File: config.mk
export PLATFORM = sky130hd
export DESIGN_NAME = cpu_regfile
export DESIGN_NICKNAME = d
export VERILOG_FILES = /design/src/rtl/rf_pkg.sv /design/src/rtl/rf_bank_ctrl.sv /design/src/rtl/rf_store.sv /design/src/rtl/cpu_regfile.sv
export SDC_FILE = /design/constraint.sdc
export NUM_CORES = 1
export LEC_CHECK = 0
export BUFFER_PORTS_ARGS = -buffer_cell sky130_fd_sc_hd__buf_2
export CAP_MARGIN = 20
export CORE_MARGIN = 1.5
export CORE_UTILIZATION = 38
export DETAILED_ROUTE_END_ITERATION = 10
export PLACE_DENSITY_LB_ADDON = 0.08
export SYNTH_ARGS = -nofsm -noshare
export SYNTH_HDL_FRONTEND = slang
export SYNTH_SLANG_ARGS = --single-unit
File: constraint.sdc
create_clock -name clk_i -period 5.9 [get_ports clk_i]
set_input_delay 1.18 -clock clk_i [delete_from_list [all_inputs] [get_ports clk_i]]
set_output_delay 1.18 -clock clk_i [all_outputs]
set_load 0.01 [all_outputs]
File: src/rtl/rf_pkg.sv
package rf_pkg;
  typedef enum logic [2:0] {WK_NONE, WK_AF, WK_GP, WK_IX, WK_IY, WK_SP} wkind_e;
  typedef enum logic [1:0] {PO_NONE, PO_LOAD, PO_INC, PO_DEC} pair_op_e;
  localparam logic [2:0] R8_A    = 3'b111;
  localparam logic [2:0] R8_VOID = 3'b110;
  localparam logic [1:0] PR_HL   = 2'b10;
  localparam logic [1:0] PR_TOP  = 2'b11;
  localparam int NGP = 3;  // BC, DE, HL
endpackage

File: src/rtl/rf_bank_ctrl.sv
module rf_bank_ctrl (
  input  logic clk_i,
  input  logic rst_ni,
  input  logic x_af_i,
  input  logic x_bank_i,
  input  logic x_dehl_i,
  input  logic block_i,
  output logic af_sel_o,
  output logic gp_sel_o,
  output logic swp_act_o
);
  logic       af_sel_q, gp_sel_q;
  logic [1:0] swp_q;

  always_ff @(posedge clk_i or negedge rst_ni) begin
    if (!rst_ni) begin
      af_sel_q <= 1'b0;
      gp_sel_q <= 1'b0;
      swp_q    <= '0;
    end else if (!block_i) begin
      if (x_af_i)   af_sel_q <= ~af_sel_q;
      if (x_bank_i) gp_sel_q <= ~gp_sel_q;
      if (x_dehl_i) swp_q[gp_sel_q] <= ~swp_q[gp_sel_q];
    end
  end

  assign af_sel_o  = af_sel_q;
  assign gp_sel_o  = gp_sel_q;
  assign swp_act_o = swp_q[gp_sel_q];

  a_r7_af_toggles: assert property (@(posedge clk_i) disable iff (!rst_ni)
    (x_af_i && !block_i) |=> (af_sel_q != $past(af_sel_q)));
  a_r8_bank_keeps_af: assert property (@(posedge clk_i) disable iff (!rst_ni)
    (x_bank_i && !x_af_i && !block_i) |=> ($stable(af_sel_q) && gp_sel_q != $past(gp_sel_q)));
  a_r9_dehl_one_bank: assert property (@(posedge clk_i) disable iff (!rst_ni)
    (x_dehl_i && !block_i) |=> ($stable(gp_sel_q) && $countones(swp_q ^ $past(swp_q)) == 1));
  a_r10_block_holds: assert property (@(posedge clk_i) disable iff (!rst_ni)
    block_i |=> ($stable(af_sel_q) && $stable(gp_sel_q) && $stable(swp_q)));
endmodule

File: src/rtl/rf_store.sv
module rf_store
  import rf_pkg::*;
#(
  parameter int DW = 8,
  localparam int PW = 2 * DW
) (
  input  logic                    clk_i,
  input  logic                    rst_ni,
  input  logic                    af_sel_i,
  input  logic                    gp_sel_i,
  input  wkind_e                  wk_i,
  input  logic [1:0]              gp_idx_i,
  input  logic                    we_hi_i,
  input  logic                    we_lo_i,
  input  logic [PW-1:0]           wdata_i,
  output logic [DW-1:0]           a_o,
  output logic [DW-1:0]           f_o,
  output logic [NGP-1:0][PW-1:0]  gp_o,
  output logic [PW-1:0]           ix_o,
  output logic [PW-1:0]           iy_o,
  output logic [PW-1:0]           sp_o
);
  logic [1:0][DW-1:0]          a_q, f_q;
  logic [1:0][NGP-1:0][PW-1:0] gp_q;
  logic [PW-1:0]               ix_q, iy_q, sp_q;

  always_ff @(posedge clk_i or negedge rst_ni) begin
    if (!rst_ni) begin
      a_q  <= '0;
      f_q  <= '0;
      gp_q <= '0;
      ix_q <= '0;
      iy_q <= '0;
      sp_q <= '0;
    end else begin
      case (wk_i)
        WK_AF: begin
          if (we_hi_i) a_q[af_sel_i] <= wdata_i[PW-1:DW];
          if (we_lo_i) f_q[af_sel_i] <= wdata_i[DW-1:0];
        end
        WK_GP: if (int'(gp_idx_i) < NGP) begin
          if (we_hi_i) gp_q[gp_sel_i][gp_idx_i][PW-1:DW] <= wdata_i[PW-1:DW];
          if (we_lo_i) gp_q[gp_sel_i][gp_idx_i][DW-1:0]  <= wdata_i[DW-1:0];
        end
        WK_IX: begin
          if (we_hi_i) ix_q[PW-1:DW] <= wdata_i[PW-1:DW];
          if (we_lo_i) ix_q[DW-1:0]  <= wdata_i[DW-1:0];
        end
        WK_IY: begin
          if (we_hi_i) iy_q[PW-1:DW] <= wdata_i[PW-1:DW];
          if (we_lo_i) iy_q[DW-1:0]  <= wdata_i[DW-1:0];
        end
        WK_SP: begin
          if (we_hi_i) sp_q[PW-1:DW] <= wdata_i[PW-1:DW];
          if (we_lo_i) sp_q[DW-1:0]  <= wdata_i[DW-1:0];
        end
        default: ;
      endcase
    end
  end

  for (genvar g = 0; g < NGP; g++) begin : g_gp_view
    assign gp_o[g] = gp_q[gp_sel_i][g];
  end
  assign a_o  = a_q[af_sel_i];
  assign f_o  = f_q[af_sel_i];
  assign ix_o = ix_q;
  assign iy_o = iy_q;
  assign sp_o = sp_q;

  a_r10_idle_keeps_16b: assert property (@(posedge clk_i) disable iff (!rst_ni)
    (wk_i == WK_NONE) |=> ($stable(ix_q) && $stable(iy_q) && $stable(sp_q) && $stable(gp_q)));
endmodule

File: src/rtl/cpu_regfile.sv
module cpu_regfile
  import rf_pkg::*;
#(
  parameter int DW = 8,
  localparam int PW = 2 * DW
) (
  input  logic          clk_i,
  input  logic          rst_ni,
  input  logic [2:0]    r8_rsel_i,
  output logic [DW-1:0] r8_rdata_o,
  input  logic          r8_we_i,
  input  logic [2:0]    r8_wsel_i,
  input  logic [DW-1:0] r8_wdata_i,
  input  logic [1:0]    hx_rsel_i,
  output logic [DW-1:0] hx_rdata_o,
  input  logic          hx_we_i,
  input  logic [1:0]    hx_wsel_i,
  input  logic [DW-1:0] hx_wdata_i,
  input  logic          pr_map_i,
  input  logic          idx_en_i,
  input  logic          idx_sel_i,
  input  logic [1:0]    pr_sel_i,
  output logic [PW-1:0] pr_rdata_o,
  input  logic [1:0]    pr_op_i,
  input  logic [PW-1:0] pr_wdata_i,
  input  logic          x_af_i,
  input  logic          x_bank_i,
  input  logic          x_dehl_i,
  output logic          illegal_o
);
  logic                   af_sel, gp_sel, swp_act;
  logic [DW-1:0]          a_v, f_v;
  logic [NGP-1:0][PW-1:0] gp_v;
  logic [PW-1:0]          ix_v, iy_v, sp_v;
  wkind_e                 wk;
  logic [1:0]             gp_idx;
  logic                   we_hi, we_lo;
  logic [PW-1:0]          wdata;
  pair_op_e               pop;
  logic [1:0]             nwr;
  logic                   idx_hit;

  // logical pair (0 BC, 1 DE, 2 HL) to storage slot under the active swap bit
  function automatic logic [1:0] slot(input logic [1:0] lp, input logic swp);
    return (swp && lp != 2'd0) ? (lp ^ 2'b11) : lp;
  endfunction

  assign pop     = pair_op_e'(pr_op_i);
  assign nwr     = {1'b0, r8_we_i} + {1'b0, hx_we_i} + {1'b0, pop != PO_NONE};
  assign illegal_o = (nwr > 2'd1) || ((nwr != 2'd0) && (x_af_i || x_bank_i || x_dehl_i))
                   || (x_bank_i && x_dehl_i);
  assign idx_hit = pr_map_i && idx_en_i && (pr_sel_i == PR_HL);

  always_comb begin
    logic [PW-1:0] pv;
    pv = gp_v[slot(r8_rsel_i[2:1], swp_act)];
    if (r8_rsel_i == R8_A)         r8_rdata_o = a_v;
    else if (r8_rsel_i == R8_VOID) r8_rdata_o = '0;
    else r8_rdata_o = r8_rsel_i[0] ? pv[DW-1:0] : pv[PW-1:DW];
  end

  always_comb begin
    logic [PW-1:0] xv;
    xv = hx_rsel_i[1] ? iy_v : ix_v;
    hx_rdata_o = hx_rsel_i[0] ? xv[DW-1:0] : xv[PW-1:DW];
  end

  always_comb begin
    if (idx_hit)                 pr_rdata_o = idx_sel_i ? iy_v : ix_v;
    else if (pr_sel_i == PR_TOP) pr_rdata_o = pr_map_i ? sp_v : {a_v, f_v};
    else                         pr_rdata_o = gp_v[slot(pr_sel_i, swp_act)];
  end

  always_comb begin
    wk     = WK_NONE;
    gp_idx = '0;
    we_hi  = 1'b0;
    we_lo  = 1'b0;
    wdata  = '0;
    if (!illegal_o) begin
      if (r8_we_i) begin
        wdata = {r8_wdata_i, r8_wdata_i};
        if (r8_wsel_i == R8_A) begin
          wk    = WK_AF;
          we_hi = 1'b1;
        end else if (r8_wsel_i != R8_VOID) begin
          wk     = WK_GP;
          gp_idx = slot(r8_wsel_i[2:1], swp_act);
          we_hi  = ~r8_wsel_i[0];
          we_lo  = r8_wsel_i[0];
        end
      end else if (hx_we_i) begin
        wk    = hx_wsel_i[1] ? WK_IY : WK_IX;
        we_hi = ~hx_wsel_i[0];
        we_lo = hx_wsel_i[0];
        wdata = {hx_wdata_i, hx_wdata_i};
      end else if (pop != PO_NONE) begin
        we_hi  = 1'b1;
        we_lo  = 1'b1;
        gp_idx = slot(pr_sel_i, swp_act);
        case (pop)
          PO_INC:  wdata = pr_rdata_o + PW'(1);
          PO_DEC:  wdata = pr_rdata_o - PW'(1);
          default: wdata = pr_wdata_i;
        endcase
        if (idx_hit)                 wk = idx_sel_i ? WK_IY : WK_IX;
        else if (pr_sel_i == PR_TOP) wk = pr_map_i ? WK_SP : WK_AF;
        else                         wk = WK_GP;
      end
    end
  end

  rf_bank_ctrl i_bank_ctrl (
    .clk_i     (clk_i),
    .rst_ni    (rst_ni),
    .x_af_i    (x_af_i),
    .x_bank_i  (x_bank_i),
    .x_dehl_i  (x_dehl_i),
    .block_i   (illegal_o),
    .af_sel_o  (af_sel),
    .gp_sel_o  (gp_sel),
    .swp_act_o (swp_act)
  );

  rf_store #(.DW(DW)) i_store (
    .clk_i    (clk_i),
    .rst_ni   (rst_ni),
    .af_sel_i (af_sel),
    .gp_sel_i (gp_sel),
    .wk_i     (wk),
    .gp_idx_i (gp_idx),
    .we_hi_i  (we_hi),
    .we_lo_i  (we_lo),
    .wdata_i  (wdata),
    .a_o      (a_v),
    .f_o      (f_v),
    .gp_o     (gp_v),
    .ix_o     (ix_v),
    .iy_o     (iy_v),
    .sp_o     (sp_v)
  );

  a_r6_flags_kept: assert property (@(posedge clk_i) disable iff (!rst_ni)
    ((pop == PO_INC || pop == PO_DEC) && !illegal_o && !(!pr_map_i && pr_sel_i == PR_TOP))
    |=> (f_v == $past(f_v)));
  a_r10_illegal_no_write: assert property (@(posedge clk_i) disable iff (!rst_ni)
    illegal_o |=> ($stable(a_v) && $stable(f_v) && $stable(ix_v) && $stable(iy_v) && $stable(sp_v)));
endmodule

==> results.ini <==
[clocking]
clock_path_buffers = 2
cts_tree = yes
hold_buffers = 0
cts_max_level = 4
insertion_delay_ns = 0.44
cts_buffers = 17
cts_resized = 0
clkTransAtPathRegs_ns = 0.07
numClockSinks = 180
post_cts_buffers = 0
clockRootBuffer = clkbuf_16

[layout]
drive_gt1_frac = 0.311
diodes = 0
nets = 1234
final_cell_mix = 179 x dfrtp_1, 144 x mux2_2, 110 x nand2_1, 87 x buf_2, 82 x o21ai_0
syn_to_final_growth_pct = 14.4
final_common_cell = dfrtp_1

[synth]
yosys-top-cells-area = dfrtp_1 40%, mux2_2 14%, mux4_2 7.6%, mux2i_1 4.7%, nand2_1 3.7%
netlist-cell-type-count = 71
synth_warnings = 0
synth_ff_type = dfrtp_1
synth_seq_cells = 180
yosysTopAreaCell = dfrtp_1
netlist_area_sq_um = 11300
ys_seq_area_frac = 0.399
synth_edf_count = 0
synthArstFlopShare = 1.00
synth_fp_nets = 1154
syn_area_per_cell_sq_um = 10.4
syn_inst = 1083
synth_top_area_share = 0.399

[sta]
max_slew.worst_pin.slew_ns = 0.845
hold_violations = 0
period_needed_ns = 5.35
fmax_mhz = 187
finalCritPeriodShare = 0.907
setup_tns_ns = 0
relSlewSlack = 0.432
finalSetupViolCount = 0
rsz0062_at_grt = no
fin_worst_skew_ns = 0.0148
final-max-slew-violation-count = 0

[hold_path]
worst_hold_path_type = flop to flop
min_from = i_store.a_q[9]
holdPathStages = 2
hold_end = i_store.a_q[9]

[global_routing]
grt_pass1_wl_mm = 61.5
antenna_found_initial = 2
grt.overflow.total = 0
grt_max_degree = 64
grtUsageTotal = 0.274
grt_pass1_vias = 9135

[place]
dp_hpwl_mm = 30.8
gp_congestion = 0.921
portBuffers = 88

[critical_path]
worstPathMaxFanout = 11
path_delay_family = compound AO/OA/AOI/OAI gates
path_cells = buf_2, and2b_1, mux2i_4, mux4_2, a221oi_1, a221oi_1, ha_1, nand4_1, a211oi_1, o2111a_1, o21ai_0, xor2_1, o32ai_1, buf_4, mux2_2
crit_buf_inv = 2
timing.rr.end = i_store.gp_q[46]
endpoint_kind = flop
reg2reg_from = i_bank_ctrl.swp_q[0]
rrSetupSlack_ns = 0.63
cp.required_ns = 6.27
rr_worst_depth = 14
critPathKind = primary input to flop
cp-start-kind = primary input
cp_slowest_cell = a221oi_1
critical-path-max-stage-delay_ns = 0.59
cp.arrival_ns = 5.72
crit_top_cell = a221oi_1

[drt]
wl_per_cell_um = 26.7
wirelength_mm = 41.6
avgViaCountPerCell = 5.99
drc = 0
vias = 9342
drt_iter0_drc = 830
detailedRoute.firstPassIterationCount = 6
ant_nets = 0

[flow_run]
drv_cap = 0

[floorplan]
die_h_um = 175
chipWidth_um = 175
coreArea_sq_um = 28900
num_io_pins = 89
rows = 62
dieArea_sq_um = 30700
start_util = 0.390

[power_and_ir_drop]
p_per_area_nw_per_um2 = 308
cellLeakagePower_uw = 0.00594
ir_worst_vdd_mv = 0.199
total_power_uw = 3970

[status]
status = completed

## layer usage
layer	vias to the layer above	wire length, um	global-route usage
li1	4229	-	-
met1	4674	18400	0.378
met2	370	19200	0.441
met3	69	2640	0.0463
met4	0	1260	0.0890
met5	-	0	0
## stage by stage
step | util | setup WS [ns] | std cells | cell area [sq um] | hold slack, ns
detailed placement | 0.425 | 0.263 | 1528 | 12300 | 0.466
global route | 0.446 | 0.348 | 1559 | 12900 | 0.491
floorplan | - | 0.727 | 1083 | 11300 | 0.443
finish | 0.446 | 0.551 | 1559 | 12900 | 0.480
global placement | 0.425 | 0.225 | 1528 | 12300 | 0.455
CTS | 0.446 | 0.701 | 1559 | 12900 | 0.483
## cell usage after synthesis (all sizes together), types with 4 or more instances
| library cell | instances |
|---|---|
| nor4 | 6 |
| nor2 | 53 |
| nor2b | 8 |
| nand4 | 4 |
| nor3 | 16 |
| dfrtp | 180 |
| xnor2 | 5 |
| a211oi | 8 |
| and2 | 9 |
| a21oi | 65 |
| buf | 20 |
| a21o | 10 |
| mux4 | 38 |
| a22oi | 10 |
| nand2b | 10 |
| a221oi | 23 |
| nor3b | 8 |
| o2111ai | 7 |
| o31ai | 9 |
| and3 | 9 |
| mux2 | 146 |
| ha | 14 |
| xor2 | 5 |
| o21ai | 86 |
| mux2i | 54 |
| clkbuf | 52 |
| or3 | 4 |
| inv | 19 |
| nand3 | 22 |
| o211ai | 10 |
| o21a | 6 |
| o22ai | 9 |
| a31oi | 10 |
| nand2 | 110 |
## logic make-up after synthesis
family | Yosys count | share of synthesized area
DFF | 180 | 0.399
buffers and inverters | 92 | 0.0322
xor gates and xnor gates | 10 | 0.00777
muxes | 238 | 0.271
AOI/OAI and AO/OA | 278 | 0.158
adders and majority gates | 15 | 0.0173
and+or+nand+nor | 270 | 0.114
## power by group
group | leakage (uW) | switching, uW | internal [uW]
clock | 0.000304 | 552 | 699
combinational | 0.00318 | 785 | 502
sequential | 0.00246 | 92.8 | 1340
## cell type report
class,count,area [sq um]
inverters,20,75.1
repair buffers,133,800
flip-flops and latches,180,4510
well taps,384,480
fillers,2769,16000
multi-input cells,811,6420
clock buffers,19,453
clock inverters,12,169
## how the worst max path moves through the flow
stage                     start               end  slack [ns]  cells past startpoint
floorplan           pr_sel_i[0]  i_store.iy_o[15]        0.73                     17
global placement    pr_sel_i[0]  i_store.gp_q[62]        0.23                     15
detailed placement  pr_sel_i[0]  i_store.gp_q[14]        0.26                     15
CTS                 pr_sel_i[0]    i_store.a_q[6]        0.70                     15
global route        pr_sel_i[0]  i_store.gp_q[46]        0.35                     15
finish              pr_sel_i[0]  i_store.gp_q[46]        0.55                     15
## state kept, by name (all words and copies together) (netlist names)
signal and flops:
i_store.a_q 16, i_store.iy_o 16, i_bank_ctrl.swp_q 2, i_bank_ctrl.gp_sel_o 1, i_store.ix_o 16, i_store.f_q 16
i_bank_ctrl.af_sel_o 1, i_store.sp_o 16, i_store.gp_q 96
## worst min-delay path, stage by stage (launching register included)
cell,delay [ns]
dfrtp_1,0.34
nand2_1,0.04
o21ai_0,0.06
(Power assumes the default switching activity.)
